### src/rtl/vecbase_pkg.sv
package vecbase_pkg;

  // Bit positions inside the control register; software depends on them.
  localparam int BIT_CE    = 0;
  localparam int BIT_SEL   = 1;
  localparam int BIT_PUD   = 4;
  localparam int BIT_BODSE = 5;
  localparam int BIT_BODS  = 6;

  // Strobes from the unlock control into the register datapath.
  typedef struct packed {
    logic ceSet;
    logic ceClr;
    logic selLoad;
  } vbStrobe_t;

  typedef enum logic [1:0] {
    ST_IDLE  = 2'd0,
    ST_ARMED = 2'd1,
    ST_DRAIN = 2'd2
  } vbState_t;

endpackage

### src/rtl/vecbase_ctrl.sv
module vecbase_ctrl
  import vecbase_pkg::*;
#(
  parameter int WINDOW = 4
) (
  input  logic       clk,
  input  logic       rstN,
  input  logic       regWr,
  input  logic       wrCe,
  input  logic       instRetire,
  output vbStrobe_t  strb,
  output logic       irqMask,
  output logic       ceArmed
);

  localparam int CNT_W = $clog2(WINDOW + 1);

  vbState_t         state;
  logic [CNT_W-1:0] winCnt;
  logic [1:0]       needRet;

  logic armReq;
  logic valWr;
  logic expire;

  assign armReq  = regWr && wrCe;
  assign valWr   = regWr && !wrCe;
  assign expire  = (state == ST_ARMED) && !regWr && (winCnt == CNT_W'(1));
  assign ceArmed = (state == ST_ARMED);

  always_comb begin
    strb         = '0;
    strb.ceSet   = armReq;
    strb.selLoad = (state == ST_ARMED) && valWr;
    strb.ceClr   = (state == ST_ARMED) && (valWr || expire);
  end

  always_ff @(posedge clk or negedge rstN) begin
    if (!rstN) begin
      state   <= ST_IDLE;
      winCnt  <= '0;
      needRet <= '0;
      irqMask <= 1'b0;
    end else begin
      unique case (state)
        ST_IDLE: begin
          if (armReq) begin
            state   <= ST_ARMED;
            winCnt  <= CNT_W'(WINDOW);
            irqMask <= 1'b1;
          end
        end
        ST_ARMED: begin
          if (armReq) begin
            winCnt <= CNT_W'(WINDOW);
          end else if (valWr) begin
            state   <= ST_DRAIN;
            needRet <= instRetire ? 2'd1 : 2'd2;
          end else if (winCnt == CNT_W'(1)) begin
            state   <= ST_DRAIN;
            needRet <= 2'd1;
          end else begin
            winCnt <= winCnt - CNT_W'(1);
          end
        end
        ST_DRAIN: begin
          if (armReq) begin
            state  <= ST_ARMED;
            winCnt <= CNT_W'(WINDOW);
          end else if (instRetire) begin
            if (needRet == 2'd1) begin
              state   <= ST_IDLE;
              irqMask <= 1'b0;
            end else begin
              needRet <= needRet - 2'd1;
            end
          end
        end
        default: begin
          state   <= ST_IDLE;
          irqMask <= 1'b0;
        end
      endcase
    end
  end

  // arming raises the mask on the following cycle
  p_mask_on_arm_r3: assert property (@(posedge clk) disable iff (!rstN)
    armReq |=> irqMask);

  // the window counter never leaves 1..WINDOW while armed
  p_window_bound_r5: assert property (@(posedge clk) disable iff (!rstN)
    (state == ST_ARMED) |-> (winCnt >= CNT_W'(1) && winCnt <= CNT_W'(WINDOW)));

  // an unused last window cycle ends the armed state
  p_window_expire_r5: assert property (@(posedge clk) disable iff (!rstN)
    expire |=> (state == ST_DRAIN));

  // without a retire pulse or re-arm the mask is held while draining
  p_drain_hold_r8: assert property (@(posedge clk) disable iff (!rstN)
    ((state == ST_DRAIN) && !instRetire && !armReq) |=> irqMask);

  // no mask outside an unlock sequence
  p_idle_nomask_r9: assert property (@(posedge clk) disable iff (!rstN)
    (state == ST_IDLE) |-> !irqMask);

endmodule

### src/rtl/vecbase_addr.sv
module vecbase_addr #(
  parameter int PC_W           = 14,
  parameter int IDX_W          = 5,
  parameter int BSZ_W          = 2,
  parameter int MIN_BOOT_WORDS = 256
) (
  input  logic [BSZ_W-1:0] bootSize,
  input  logic [IDX_W-1:0] irqIndex,
  input  logic             vecSel,
  output logic [PC_W-1:0]  vecAddr
);

  localparam int FLASH_WORDS = 1 << PC_W;
  localparam int NUM_SIZES   = 1 << BSZ_W;

  logic [PC_W-1:0] baseTbl [NUM_SIZES];
  logic [PC_W-1:0] baseSel;
  logic [PC_W-1:0] offset;

  // One boot base per size code: each code doubles the section.
  for (genvar k = 0; k < NUM_SIZES; k++) begin : g_base
    assign baseTbl[k] = PC_W'(FLASH_WORDS - (MIN_BOOT_WORDS << k));
  end

  assign baseSel = vecSel ? baseTbl[bootSize] : '0;
  assign offset  = {{(PC_W - IDX_W - 1){1'b0}}, irqIndex, 1'b0};
  assign vecAddr = baseSel + offset;

endmodule

### src/rtl/vecbase_dp.sv
module vecbase_dp
  import vecbase_pkg::*;
(
  input  logic       clk,
  input  logic       rstN,
  input  vbStrobe_t  strb,
  input  logic       regWr,
  input  logic       regHit,
  input  logic       wrSel,
  input  logic       wrPud,
  input  logic       wrBodse,
  input  logic       bodSleepFlag,
  output logic [7:0] rdData,
  output logic       vecSel,
  output logic       ceBit,
  output logic       pullupDis,
  output logic       bodSleepEn
);

  always_ff @(posedge clk or negedge rstN) begin
    if (!rstN) begin
      ceBit      <= 1'b0;
      vecSel     <= 1'b0;
      pullupDis  <= 1'b0;
      bodSleepEn <= 1'b0;
    end else begin
      if (strb.ceSet)        ceBit <= 1'b1;
      else if (strb.ceClr)   ceBit <= 1'b0;
      if (strb.selLoad)      vecSel <= wrSel;
      if (regWr) begin
        pullupDis  <= wrPud;
        bodSleepEn <= wrBodse;
      end
    end
  end

  always_comb begin
    rdData = '0;
    if (regHit) begin
      rdData[BIT_CE]    = ceBit;
      rdData[BIT_SEL]   = vecSel;
      rdData[BIT_PUD]   = pullupDis;
      rdData[BIT_BODSE] = bodSleepEn;
      rdData[BIT_BODS]  = bodSleepFlag;
    end
  end

  // select only moves when the unlock control loads it
  p_sel_stable_r6: assert property (@(posedge clk) disable iff (!rstN)
    !strb.selLoad |=> $stable(vecSel));

  // reserved bits never read as one
  p_reserved_zero_r2: assert property (@(posedge clk) disable iff (!rstN)
    (rdData[7] == 1'b0) && (rdData[3:2] == 2'b00));

endmodule

### src/rtl/vecbase_ctl.sv
module vecbase_ctl
  import vecbase_pkg::*;
#(
  parameter int          IO_ADDR_W      = 6,
  parameter logic [5:0]  REG_ADDR       = 6'h35,
  parameter int          PC_W           = 14,
  parameter int          NUM_VEC        = 26,
  parameter int          WINDOW         = 4,
  parameter int          BSZ_W          = 2,
  parameter int          MIN_BOOT_WORDS = 256,
  localparam int         IDX_W          = $clog2(NUM_VEC)
) (
  input  logic                 clk,
  input  logic                 rstN,
  input  logic [IO_ADDR_W-1:0] ioAddr,
  input  logic [7:0]           ioWdata,
  input  logic                 ioWe,
  output logic [7:0]           ioRdata,
  input  logic                 instRetire,
  input  logic                 bodSleepFlag,
  input  logic [BSZ_W-1:0]     bootSize,
  input  logic [IDX_W-1:0]     irqIndex,
  output logic [PC_W-1:0]      vecAddr,
  output logic                 vecSel,
  output logic                 pullupDis,
  output logic                 bodSleepEn,
  output logic                 irqMask
);

  logic      regHit;
  logic      regWr;
  logic      ceBit;
  logic      ceArmed;
  vbStrobe_t strb;
  logic      unusedWdata;

  assign regHit      = (ioAddr == IO_ADDR_W'(REG_ADDR));
  assign regWr       = ioWe && regHit;
  assign unusedWdata = ^{ioWdata[7:6], ioWdata[3:2]};

  vecbase_ctrl #(.WINDOW(WINDOW)) u_ctrl (
    .clk        (clk),
    .rstN       (rstN),
    .regWr      (regWr),
    .wrCe       (ioWdata[BIT_CE]),
    .instRetire (instRetire),
    .strb       (strb),
    .irqMask    (irqMask),
    .ceArmed    (ceArmed)
  );

  vecbase_dp u_dp (
    .clk          (clk),
    .rstN         (rstN),
    .strb         (strb),
    .regWr        (regWr),
    .regHit       (regHit),
    .wrSel        (ioWdata[BIT_SEL]),
    .wrPud        (ioWdata[BIT_PUD]),
    .wrBodse      (ioWdata[BIT_BODSE]),
    .bodSleepFlag (bodSleepFlag),
    .rdData       (ioRdata),
    .vecSel       (vecSel),
    .ceBit        (ceBit),
    .pullupDis    (pullupDis),
    .bodSleepEn   (bodSleepEn)
  );

  vecbase_addr #(
    .PC_W           (PC_W),
    .IDX_W          (IDX_W),
    .BSZ_W          (BSZ_W),
    .MIN_BOOT_WORDS (MIN_BOOT_WORDS)
  ) u_addr (
    .bootSize (bootSize),
    .irqIndex (irqIndex),
    .vecSel   (vecSel),
    .vecAddr  (vecAddr)
  );

  // the visible change-enable bit tracks the armed control state
  p_ce_track_r3: assert property (@(posedge clk) disable iff (!rstN)
    ceBit == ceArmed);

  // change-enable is never visible without the mask
  p_ce_masked_r3: assert property (@(posedge clk) disable iff (!rstN)
    ceBit |-> irqMask);

  // with select low, addresses stay inside the low table
  p_low_table_r10: assert property (@(posedge clk) disable iff (!rstN)
    !vecSel |-> (vecAddr < PC_W'(2 * (1 << IDX_W))));

endmodule

### config.mk
export PLATFORM = sky130hd
export DESIGN_NAME = vecbase_ctl
export DESIGN_NICKNAME = d
export VERILOG_FILES = /design/src/rtl/vecbase_pkg.sv /design/src/rtl/vecbase_ctrl.sv /design/src/rtl/vecbase_addr.sv /design/src/rtl/vecbase_dp.sv /design/src/rtl/vecbase_ctl.sv
export SDC_FILE = /design/constraint.sdc
export NUM_CORES = 1
export LEC_CHECK = 0
export BUFFER_PORTS_ARGS = -buffer_cell sky130_fd_sc_hd__buf_2
export CAP_MARGIN = 20
export CORE_MARGIN = 2
export CORE_UTILIZATION = 44
export CTS_BUF_LIST = sky130_fd_sc_hd__clkbuf_8
export DETAILED_ROUTE_END_ITERATION = 8
export HOLD_SLACK_MARGIN = 0.08
export MAX_ROUTING_LAYER = met4
export PLACE_DENSITY = 0.81
export RECOVER_POWER = 100
export SLEW_MARGIN = 20
export SYNTH_ARGS = -nofsm -noshare
export SYNTH_HDL_FRONTEND = slang
export SYNTH_SLANG_ARGS = --single-unit
### constraint.sdc
create_clock -name clk -period 1.7 [get_ports clk]
set_clock_uncertainty 0.05 [all_clocks]
set_input_delay 0.34 -clock clk [delete_from_list [all_inputs] [get_ports clk]]
set_output_delay 0.34 -clock clk [all_outputs]
set_load 0.03 [all_outputs]
After elaboration in Yosys (flattened, before gate mapping)
Cells that the tools add are included.
{ "op_classes": {"addsub": 3, "magnitude_cmp": 1, "eq_ne": 17, "muxes": 34, "n_bitwise": 2, "reduce_logical": 19} }
{ "op_table": {"columns": ["cell", "count"], "rows": [
  ["2-to-1 mux 14 bit", 3],
  ["2-to-1 mux 2 bit", 15],
  ["binary-select mux 14 bit (select 2 bit)", 1],
  ["2-to-1 mux 3 bit", 5],
  ["adder 14 x 6 -> 14 bit", 1],
  ["AND reduction 5 bit", 2],
  ["inequality test 3 x 2 -> 1 bit (second input constant)", 3],
  ["inequality test 2 bit (second input constant)", 4],
  ["logical AND 1 bit", 7],
  ["equality test 6 bit (second input constant)", 1],
  ["2-to-1 mux 1 bit", 6],
  ["inequality test 2 x 1 -> 1 bit (second input constant)", 3],
  ["inequality test 3 x 1 -> 1 bit (second input constant)", 2],
  ["case mux 2 bit (3 select lines)", 1],
  ["case mux 3 bit (2 select lines)", 1],
  ["AND reduction 6 bit", 1],
  ["nonzero test 2 bit", 3],
  ["equality test 2 x 1 -> 1 bit (second input constant)", 2],
  ["case mux 2 bit (2 select lines)", 1],
  ["AND reduction 4 bit", 1],
  ["equality test 3 x 1 -> 1 bit (second input constant)", 1],
  [">= comparator 3 bit (second input constant)", 1],
  ["inverter 2 -> 3 bit", 1],
  ["case mux 1 bit (3 select lines)", 1],
  ["8 further kinds", 9]
]} }
{ "word_totals": {"ff_bits": 12, "elab_cells": 84} }

Longest topological paths before layout
{ "logic_depth": {"depth_word": 9, "ltp_mapped": 6, "ltp_nobuf": 6} }

Cells and area by module
From an unflattened synthesis, not the netlist that was laid out.
{ "unflattened": {"hier_cells": 90, "hier_area_um2": 872.1} }
{ "modules_own_cells": {"columns": ["module", "instances", "cells_per_inst", "area_per_inst_um2", "seq_area_each_um2"], "rows": [
  ["vecbase_ctrl", 1, 53, 498.0, 200.2],
  ["vecbase_dp", 1, 18, 214.0, 100.1],
  ["vecbase_addr", 1, 15, 112.6, 0.0],
  ["vecbase_ctl", 1, 4, 47.5, 0.0]
]} }

Least setup slack after synthesis
Ideal clock, no wire load.
{ "synth_path": {"path_type": "flip-flop to output port", "start": "register u_dp.vecSel", "end": "output vecAddr[8]", "arrival_ns": 1.655, "path_slack_ns": -0.345, "stages_incl_launch_ff": 3, "n_path_buf": 0, "path_cell_list": "dfrtp_1 nor2b_1 nor2b_1"} }
{ "synth_between": {"elab_chain_cells": 2} }
{ "synth_lines": {"columns": ["element", "line", "source"], "rows": [
  ["from (decl)", "vecbase_dp.sv:14", "output logic vecSel,"],
  ["from (signal assigned)", "vecbase_dp.sv:29", "if (strb.selLoad) vecSel <= wrSel;"],
  ["2-to-1 mux 14 bit", "vecbase_addr.sv:25", "assign baseSel = vecSel ? baseTbl[bootSize] : '0;"],
  ["adder 14 x 6 -> 14 bit", "vecbase_addr.sv:27", "assign vecAddr = baseSel + offset;"],
  ["to (decl)", "vecbase_ctl.sv:23", "output logic [PC_W-1:0] vecAddr,"]
]} }
Every way passes these cells.

Worst setup path in the final report
{ "layout_path": {"start": "input ioAddr[1]", "end": "output ioRdata[6]"} }
{ "layout_between": {"elab_chain_cells": 2} }
{ "layout_lines": {"columns": ["element", "line", "source"], "rows": [
  ["from (decl)", "vecbase_ctl.sv:15", "input logic [IO_ADDR_W-1:0] ioAddr,"],
  ["equality test 6 bit", "vecbase_ctl.sv:37", "assign regHit = (ioAddr == IO_ADDR_W'(REG_ADDR));"],
  ["2-to-1 mux 3 bit", "vecbase_dp.sv:39", "if (regHit) begin"],
  ["to (decl)", "vecbase_ctl.sv:18", "output logic [7:0] ioRdata,"]
]} }
Every way passes these cells.

==> qor.yml <==
status:
  outcome: "finished clean"
cts:
  cts_max_level: 1
  clockBufferDepth: 2
  cts_tree: "built"
  cts_made_buffers: 3
  root_buffer: "clkbuf_8"
  clk-insertion-delay-late_ns: 0.24
  clk_pin_slew_ns: 0.05
  cts.sinks: 12
timing:
  rsz0062_at_grt: "yes"
  maxClockFrequency_mhz: 603
  post-route-period-util_pct: 97.5
  worst_slack_ns: 0.0418
  tightest_slew_ns: 0.653
  period_minus_slack_ns: 1.66
  hold_violations: 0
  drv_slew: 0
  relSlewSlack_pct: 56.5
  setup_viol: 0
worst_setup_path:
  critPathLaunchType: "input port"
  crit_fanout: 5
  cp-startpoint: "ioAddr[1]"
  cp-end-kind: "output port"
  cp_slowest_cell: "and4bb_4"
  crit_required_ns: 1.31
  r2r_end: "u_ctrl.needRet[0]"
  critical-path-max-stage-delay_ns: 0.32
  path_class: "input port to output port"
  rrSetupSlack_ns: 0.05
  r2r_cells: 6
  arrival_ns: 1.27
  worstPathCellList: "buf_2 > and4bb_4 > and3_4 > and2_0 > buf_4"
  regToRegStartpoint: "u_ctrl.winCnt[1]"
synth:
  synth.top_cell.area_share_pct: 33.9
  synth_xor_area_share_pct: 0
  yosysTopAreaCell: "dfrtp_1"
  synth-seq-area-share_pct: 33.9
  synth_fa_ha_area_share_pct: 4.24
  synth_area_um2: 886
  synth_cell_types: 36
  avgSynthCellArea_um2: 9.53
  synthArstFlopShare_pct: 100
  synthSimpleGateAreaFrac_pct: 22.0
  synth_top_family_by_area: "simple AND/OR/NAND/NOR gates"
  synth_compound_area_share_pct: 19.4
  ys_warn_count: 0
  synth_edf_count: 0
  synthMuxAreaShare_pct: 5.51
  synth_ff_type: "dfrtp_1"
  synth-seq-cells: 12
  synth_area_leaders: "dfrtp_1, buf_4, ha_1"
  netlist_instances: 93
drt:
  drc: 0
  vias_per_cell: 5.14
  wl_per_cell_um: 12.3
  dr.pass1.iters: 4
  drt-initial-drc-count: 4
  vias: 781
  wl_um: 1870
  ant_nets: 0
finish:
  n_antenna_cell: 0
  design_area_um2: 1110
  layout-drive-gt1-share_pct: 36.8
  nets: 156
  fill_cells: 187
  syn2layout_area_growth_pct: 25.0
global_route:
  track_usage_pct: 17.2
  grt_pass1_wl_um: 3140
  grt_max_degree: 13
  overflow: 0
  antenna_found_initial: 0
  grt_pass1_vias: 743
place:
  placed_cell_area_um2: 1040
  gp_congestion: 0.774
  hpwlAfterDp_um: 1460
  port_buffers: 31
  pre_cts_ws_ns: -0.0565
power:
  powerDensity_nw_per_um2: 1000
  switching_share_pct: 34.5
  netSwitchingPower_uw: 382
  clkPwrFrac_pct: 23.2
  combPwrFrac_pct: 39.6
  ir_drop_mv: 0.664
  p_int_uw: 726
  pwr-share-seq_pct: 37.2
  leakage_nw: 0.524
job:
  cap_viol_max_count: 0
floorplan:
  ios: 52
  die_height_um: 48.9
  die_w_um: 48.9
  num_rows: 16
  dieArea_um2: 2390
  coreArea_um2: 1920
  start_util_pct: 46.1
worst_hold_path:
  whs_endpoint: "u_dp.vecSel"
  hold_start: "ioWdata[1]"
  min_path_cells: 2
  hold_path.class: "input port to flop"
==> synthesized netlist by cell type (2+ instances only) <==
cell / count
nor2_1: 5
and3_2: 2
a31oi_1: 2
mux2_2: 3
inv_1: 5
or3_1: 2
a22oi_1: 2
nor2b_1: 4
buf_4: 14
a21oi_1: 4
ha_1: 3
a21boi_0: 2
nand2_1: 4
o21ai_0: 4
and2_1: 5
dfrtp_1: 12
==> power groups by stage <==
stage / Clock, mW / Combinational, mW / Sequential (mW)
final: 0.257 / 0.439 / 0.412
after global routing: 0.277 / 0.489 / 0.423
after CTS: 0.259 / 0.437 / 0.411
after detailed placement: 0 / 0.432 / 0.414
after global placement: 0 / 0.410 / 0.409
after floorplan: 0 / 0.333 / 0.419
==> timing repair <==
action                     in CTS  in global routing
hold buffers                    1                  0
hold endpoints to repair       12                  0
buffers inserted                1                  0
setup endpoints to repair       6                  3
pin swaps                       1                  0
resized for setup               7                  3
==> routing by layer <==
metal,share of wire (%),track usage [%],vias to the layer above
met2,47,27.9,43
met1,40,19.8,358
met4,1.2,5.24,0
li1,-,-,374
met3,11,6.44,6
met5,0,-,-
==> layout make-up <==
cell class / count / area (um^2) / share of cell area (%)
repair buffers: 39 / 214 / 19.3
well taps: 27 / 33.8 / 3.05
multi-input cells: 66 / 499 / 45.1
flip-flops and latches: 12 / 300 / 27.1
clock buffers: 3 / 41.3 / 3.73
inverters: 5 / 18.8 / 1.69
==> cell families (layout without fill, tap and decap cells) <==
kind of cell	Yosys count	after routing
multiplexers	4	4
flip-flops	12	12
AND/OR/NAND/NOR	29	29
AO/OA/AOI/OAI	24	24
buffers and inverters	20	47
other	1	6
adder cells (fa/ha/maj)	3	3
==> worst max path at each step <==
stage               cells past startpoint                 to
global placement                        5         ioRdata[6]
global route                            5  u_ctrl.needRet[1]
finish                                  5         ioRdata[6]
floorplan                               2         vecAddr[8]
detailed placement                      5         ioRdata[4]
CTS                                     6  u_ctrl.needRet[1]
==> worst max-delay path: cells and delay by family <==
kind                   cells  cell delay (ns)
buffers and inverters      2             0.26
AND/OR/NAND/NOR            3             0.66
==> metrics by stage <==
step / TNS (ns) / power (mW) / util [%] / hold WS (ns) / std cells
after floorplan: 0 / 0.752 / - / -0.00559 / 98
after global placement: -0.134 / 0.819 / 54.0 / 0.183 / 147
after detailed placement: -0.255 / 0.846 / 54.0 / 0.186 / 147
after CTS: 0 / 1.11 / 58.2 / 0.278 / 152
after global routing: -0.0440 / 1.19 / 57.6 / 0.269 / 152
final: 0 / 1.11 / 57.6 / 0.258 / 152
==> state kept, by name, indices dropped and copies added, names as in the netlist <==
signal / count
u_dp.bodSleepEn: 1
u_ctrl.winCnt: 3
u_dp.ceBit: 1
u_ctrl.needRet: 2
u_dp.vecSel: 1
u_ctrl.state: 2
u_ctrl.irqMask: 1
u_dp.pullupDis: 1
==> layout by cell type (no fill, tap or decap), types with 2 or more instances in the layout <==
| cell type | synthesis | layout |
|---|---|---|
| buf_4 | 14 | 10 |
| buf_2 | 1 | 15 |
| and2_0 | 0 | 3 |
| nor2_1 | 5 | 5 |
| and2_1 | 5 | 2 |
| dfrtp_1 | 12 | 12 |
| nand2_1 | 4 | 4 |
| a22oi_1 | 2 | 2 |
| mux2_2 | 3 | 3 |
| nor2b_1 | 4 | 2 |
| o21ai_0 | 4 | 4 |
| inv_1 | 5 | 5 |
| conb_1 | 1 | 6 |
| clkbuf_8 | 0 | 3 |
| ha_1 | 3 | 3 |
| a31oi_1 | 2 | 2 |
| a21oi_1 | 4 | 3 |
| nor2b_4 | 1 | 2 |
| or3_1 | 2 | 2 |
| clkbuf_1 | 0 | 11 |
Power figures use the tool's default switching activity.
